### src/rtl/eint_pkg.sv
package eint_pkg;
    localparam int MODE_W        = 4;
    localparam int LINES_PER_CFG = 8;
    localparam int CFG_BASE      = 'h200;
    localparam int EN_ADDR       = 'h210;
    localparam int STAT_ADDR     = 'h214;

    typedef enum logic [MODE_W-1:0] {
        TRIG_RISE = 4'd0,
        TRIG_FALL = 4'd1,
        TRIG_HIGH = 4'd2,
        TRIG_LOW  = 4'd3,
        TRIG_BOTH = 4'd4
    } trig_e;
endpackage

### src/rtl/eint_sync.sv
module eint_sync #(
    parameter int W      = 32,
    parameter int STAGES = 2
) (
    input  logic         clk_i,
    input  logic         rst_ni,
    input  logic [W-1:0] async_i,
    output logic [W-1:0] sync_o
);
    typedef struct packed {
        logic [STAGES-1:0][W-1:0] chain;
    } sync_t;

    sync_t s_d, s_q;

    always_comb begin
        s_d = s_q;
        s_d.chain[0] = async_i;
        for (int s = 1; s < STAGES; s++) begin
            s_d.chain[s] = s_q.chain[s-1];
        end
    end

    always_ff @(posedge clk_i or negedge rst_ni) begin
        if (!rst_ni) s_q <= '0;
        else         s_q <= s_d;
    end

    assign sync_o = s_q.chain[STAGES-1];
endmodule

### src/rtl/eint_detect.sv
module eint_detect
    import eint_pkg::*;
#(
    parameter int LINES = 32
) (
    input  logic                    clk_i,
    input  logic                    rst_ni,
    input  logic [LINES-1:0]        lvl_i,
    input  logic [LINES*MODE_W-1:0] mode_i,
    output logic [LINES-1:0]        evt_o
);
    typedef struct packed {
        logic [LINES-1:0] prev;
    } det_t;

    det_t s_d, s_q;

    function automatic logic trig_hit(input logic [MODE_W-1:0] mode,
                                      input logic cur, input logic old);
        logic h;
        case (mode)
            TRIG_RISE: h = cur & ~old;
            TRIG_FALL: h = ~cur & old;
            TRIG_HIGH: h = cur;
            TRIG_LOW:  h = ~cur;
            TRIG_BOTH: h = cur ^ old;
            default:   h = 1'b0;
        endcase
        return h;
    endfunction

    always_comb begin
        s_d      = s_q;
        s_d.prev = lvl_i;
    end

    always_ff @(posedge clk_i or negedge rst_ni) begin
        if (!rst_ni) s_q <= '0;
        else         s_q <= s_d;
    end

    for (genvar g = 0; g < LINES; g++) begin : g_line
        assign evt_o[g] = trig_hit(mode_i[g*MODE_W +: MODE_W], lvl_i[g], s_q.prev[g]);
    end
endmodule

### src/rtl/eint_regs.sv
module eint_regs
    import eint_pkg::*;
#(
    parameter int LINES  = 32,
    parameter int ADDR_W = 12
) (
    input  logic                    clk_i,
    input  logic                    rst_ni,
    input  logic [ADDR_W-1:0]       addr_i,
    input  logic                    wr_en_i,
    input  logic [31:0]             wr_data_i,
    input  logic                    rd_en_i,
    input  logic [LINES-1:0]        evt_i,
    output logic [LINES*MODE_W-1:0] mode_o,
    output logic [LINES-1:0]        en_o,
    output logic [LINES-1:0]        stat_o,
    output logic [31:0]             rd_data_o,
    output logic                    irq_o
);
    localparam int NUM_CFG = LINES / LINES_PER_CFG;

    typedef struct packed {
        logic [NUM_CFG-1:0][31:0] cfg;
        logic [LINES-1:0]         en;
        logic [LINES-1:0]         stat;
        logic [31:0]              rd;
        logic                     irq;
    } rf_t;

    rf_t r_d, r_q;

    logic [NUM_CFG-1:0] hit_cfg;
    logic               hit_en;
    logic               hit_stat;

    always_comb begin
        for (int k = 0; k < NUM_CFG; k++) begin
            hit_cfg[k] = (addr_i == ADDR_W'(CFG_BASE + 4 * k));
        end
        hit_en   = (addr_i == ADDR_W'(EN_ADDR));
        hit_stat = (addr_i == ADDR_W'(STAT_ADDR));
    end

    always_comb begin
        logic [LINES-1:0] clr;
        logic [31:0]      mux;
        r_d = r_q;

        for (int k = 0; k < NUM_CFG; k++) begin
            if (wr_en_i && hit_cfg[k]) r_d.cfg[k] = wr_data_i;
        end
        if (wr_en_i && hit_en) r_d.en = wr_data_i[LINES-1:0];

        clr      = (wr_en_i && hit_stat) ? wr_data_i[LINES-1:0] : '0;
        r_d.stat = (r_q.stat & ~clr) | evt_i;

        r_d.irq  = |(r_q.stat & r_q.en);

        mux = '0;
        for (int k = 0; k < NUM_CFG; k++) begin
            if (hit_cfg[k]) mux = r_q.cfg[k];
        end
        if (hit_en)   mux = 32'(r_q.en);
        if (hit_stat) mux = 32'(r_q.stat);
        if (rd_en_i)  r_d.rd = mux;
    end

    always_ff @(posedge clk_i or negedge rst_ni) begin
        if (!rst_ni) r_q <= '0;
        else         r_q <= r_d;
    end

    assign mode_o    = r_q.cfg;
    assign en_o      = r_q.en;
    assign stat_o    = r_q.stat;
    assign rd_data_o = r_q.rd;
    assign irq_o     = r_q.irq;
endmodule

### src/rtl/gpio_eint_ctrl.sv
module gpio_eint_ctrl
    import eint_pkg::*;
#(
    parameter int LINES  = 32,
    parameter int ADDR_W = 12
) (
    input  logic              clk_i,
    input  logic              rst_ni,
    input  logic [LINES-1:0]  pin_i,
    input  logic [ADDR_W-1:0] addr_i,
    input  logic              wr_en_i,
    input  logic [31:0]       wr_data_i,
    input  logic              rd_en_i,
    output logic [31:0]       rd_data_o,
    output logic              irq_o
);
    logic [LINES-1:0]        lvl_w;
    logic [LINES-1:0]        evt_w;
    logic [LINES*MODE_W-1:0] mode_w;
    logic [LINES-1:0]        en_w;
    logic [LINES-1:0]        stat_w;

    eint_sync #(.W(LINES), .STAGES(2)) u_sync (
        .clk_i   (clk_i),
        .rst_ni  (rst_ni),
        .async_i (pin_i),
        .sync_o  (lvl_w)
    );

    eint_detect #(.LINES(LINES)) u_detect (
        .clk_i  (clk_i),
        .rst_ni (rst_ni),
        .lvl_i  (lvl_w),
        .mode_i (mode_w),
        .evt_o  (evt_w)
    );

    eint_regs #(.LINES(LINES), .ADDR_W(ADDR_W)) u_regs (
        .clk_i     (clk_i),
        .rst_ni    (rst_ni),
        .addr_i    (addr_i),
        .wr_en_i   (wr_en_i),
        .wr_data_i (wr_data_i),
        .rd_en_i   (rd_en_i),
        .evt_i     (evt_w),
        .mode_o    (mode_w),
        .en_o      (en_w),
        .stat_o    (stat_w),
        .rd_data_o (rd_data_o),
        .irq_o     (irq_o)
    );
endmodule

### config.mk
export PLATFORM = sky130hd
export DESIGN_NAME = gpio_eint_ctrl
export DESIGN_NICKNAME = d
export VERILOG_FILES = /design/src/rtl/eint_pkg.sv /design/src/rtl/eint_sync.sv /design/src/rtl/eint_detect.sv /design/src/rtl/eint_regs.sv /design/src/rtl/gpio_eint_ctrl.sv
export SDC_FILE = /design/constraint.sdc
export NUM_CORES = 1
export LEC_CHECK = 0
export CAP_MARGIN = 10
export CORE_MARGIN = 2
export CORE_UTILIZATION = 31
export DETAILED_ROUTE_END_ITERATION = 10
export GPL_TIMING_DRIVEN = 0
export PLACE_DENSITY_LB_ADDON = 0.3
export SKIP_CTS_REPAIR_TIMING = 1
export SLEW_MARGIN = 30
export SYNTH_ARGS = -nofsm -noshare
export SYNTH_HDL_FRONTEND = slang
export SYNTH_SLANG_ARGS = --single-unit
### constraint.sdc
create_clock -name clk_i -period 3.7 [get_ports clk_i]
set_clock_uncertainty 0.1 [all_clocks]
set_input_delay 0.925 -clock clk_i [delete_from_list [all_inputs] [get_ports clk_i]]
set_output_delay 0.925 -clock clk_i [all_outputs]
set_load 0.005 [all_outputs]
==> results.md <==
* CTS tree: yes
* Worst skew pair latency at 550 ps
* Worst hold slack at between 100 and 150 ps
* Global-route wire length before repair at about 70000 um
* Storage cell area at 8033 um^2
* Fin util at 38.56%
* Initial core utilization at a little under a third
* Chip width at around 220 um
* Avg Cell Area, Syn at 12.27 um^2
* Clk sinks at 321
* Placed instance count at 1965
* Crit-path cells: clkdlybuf4s50_1 > buf_2 > buf_2 > buf_2 > mux2i_1 > o2bb2ai_1 > a22oi_1 > a31oi_1
* Max_slew headroom at 36.63%
* Worst EP required at approximately 4000 ps
* Die Ht at 225.0 um
* Tightest Hold Check Type: primary input to async pin
* CP Max Fanout at 19
* Cell mode on critical path: buf_2
* CP arrival at 3620 ps
* Syn. warnings at 0
* Grt ovf at 0
* Most common cell after layout, fill and taps aside: dfrtp_1
* Die area at 50620 um^2
* Final hold viol count at 0
* DR vias at 10730
* DRC Markers at 0
* Port Buffers at 111
* Outcome: finished, final reports clean
* Min cycle time layout at about 3300 ps
* DRT iter0 DRCs at 657
* Layout area overhead at 22.13%
* # diodes at 0
* CTS max path bufs at 3
* R2R Path End: u_regs.irq_o
* FMAX at 0.3007 GHz
* WP depth at 8
* Worst R2R Start: u_regs.en_o[17]
* Wire per inst at 22.32 um
* Leakage at 8.279 nW
* GPL Wtd Cong at 0.8653
* Reg clk slew, reported paths at ~60 ps
* Kind of critical path: primary input to register
* Multi-input logic area at 6395 um^2
* Pre-CTS setup slack at -675.6 ps
* Share of post-route cells with drive strength above 1 at 15.50%
* Initial DRT Pass Iterations at 7
* CP peak stage delay at 610 ps
* Reg-to-reg setup timing slack at 1910 ps
* H-tree Lvls at 2
* Row cnt at 80
* Slew Viols, Final at 0
* Final period util at 89.88%
* PD cells at 441.7 nW/um^2
* CTS Buf Count at 39
* Vias in the first global route at 11250
* Most frequent cells in the layout: dfrtp_1 (321), inv_1 (110), clkdlybuf4s50_1 (110), mux2_2 (90), mux2_1 (71)
* Worst-Margin Slew at between 900 and 1000 ps
* Sequential-to-total area share from yosys stat at 53.06%
* Root Driver: clkbuf_16
* Post-synth ARST share at 100.0%
* Max_cap viols at 0
* Post-route setup slack at 374.5 ps
* Largest net degree at the start of global routing at 74
* Worst Path Buf+Inv at 4
* Fill count at 4592
* Initial antenna violation count at 1
* Synth Net Count at 1378
* Detailed-placement wirelength estimate at 33270 um
* DR vias/cell at 5.277
* Total power at 8.167 mW
* Core area at 47950 um^2
* Critical Path Start: addr_i[2]
* Unique masters post-synth at 51
* Worst path slowest cell: buf_2
* Seq cells post-synth at 321
* Most used DFF post-synth: dfrtp_1
* CP startpoint kind: primary input
* Delay-heaviest family, CP: buffers and inverters
* Gr usage total at a little under a fifth
* CP endpoint kind: register
* Critical Path End: u_regs.rd_data_o[16]
* VDD IR max at between 200 and 250 uV
* Final WL at 45410 um
* Reg2reg path depth at 3
* Post-Syn Area at 15140 um^2
* Layout Cells excl Fill at 2034
* RSZ-0062 raised after global routing: no
* I/O pins at 113
* Synth Instances at 1234
* Fin nets at between 1500 and 2000
* Final ANT Viol Nets at 0
* Final setup fails at 0
* Number of synthesized flops with an enable pin at 0
==> routing by layer <==
| metal | part of all wire, % | track usage, % | wire length [um] | up-vias |
|---|---|---|---|---|
| met5 | 0.026 | 0 | 12 | - |
| met2 | 46 | 29.59 | 21060 | 282 |
| li1 | - | - | - | 4799 |
| met4 | 3.3 | 6.601 | 1514 | 2 |
| met1 | 45 | 24.88 | 20490 | 5568 |
| met3 | 5.1 | 2.960 | 2330 | 82 |
==> stage by stage <==
stage                      TNS, ps  area [um^2]
after floorplan                  0        15140
after global placement    -4249430        17020
after detailed placement     -8780        17170
after CTS                   -176.0        18490
after global routing             0        18490
final                            0        18490
==> kinds of logic after synthesis <==
group           after synthesis  synth area share (%)
compound gates              241                 12.46
fa+ha+maj                    64                 5.290
simple gates                206                 7.703
buf+inv                     169                 4.752
mux                         223                 16.16
xor+xnor                     10                0.5785
flops                       321                 53.06
==> cells in the mapped netlist, types with 4 or more instances <==
master	n	share of area [%]
clkbuf_1	16	0.40
o21ai_0	29	0.96
buf_1	8	0.20
nand2_1	25	0.62
a211o_1	26	1.5
ha_1	64	5.3
nor2_1	37	0.92
and2_1	22	0.91
o221ai_1	4	0.23
a31oi_1	45	1.9
o2bb2ai_1	57	3.3
nor4_1	24	0.99
mux2i_1	61	4.0
nand4_1	5	0.21
buf_2	26	0.86
nor3_1	12	0.40
inv_1	110	2.7
mux2_2	90	6.7
nor2b_1	5	0.21
buf_6	6	0.45
mux2_1	71	5.3
o22ai_2	20	1.7
nand3_1	34	1.1
dfrtp_1	321	53
a22oi_1	43	2.1
xnor2_1	10	0.58
nand2b_1	24	0.99
o22ai_1	4	0.17
==> area by class of cell <==
class | instances | area share, %
Buffer | 57 | 1.617
Sequential cell | 321 | 43.45
Timing Repair Buffer | 116 | 6.781
Clock inverter | 14 | 0.9745
Multi-Input combinational cell | 744 | 34.59
Clock buffer | 56 | 6.179
Tap cell | 615 | 4.162
Inverter | 111 | 2.254
==> worst min-delay path by stage <==
stage / from / to / cells after the start
global placement: u_sync.s_d[36] / u_sync.sync_o[4] / 0
finish: rst_ni / u_sync.s_d[52] / 1
global route: rst_ni / u_sync.s_d[52] / 1
floorplan: u_sync.s_d[32] / u_sync.sync_o[0] / 0
CTS: rst_ni / u_sync.s_d[52] / 1
detailed placement: u_sync.s_d[44] / u_sync.sync_o[12] / 0
==> where the power goes <==
group	switching (mW)	leakage [nW]	total [mW]	internal (mW)
combinational	0.296	3.57	0.532	0.236
clock	1.54	0.652	3.97	2.43
sequential	0.0706	4.05	3.66	3.59
==> state kept, by name (all words and copies together), names as in the netlist <==
register and cells:
u_regs.en_o 32, u_sync.sync_o 32, u_regs.mode_o 128, u_regs.rd_data_o 32, u_detect.s_q 32, u_regs.irq_o 1
u_sync.s_d 32, u_regs.stat_o 32
No activity file was read; power rests on OpenSTA's default activity.
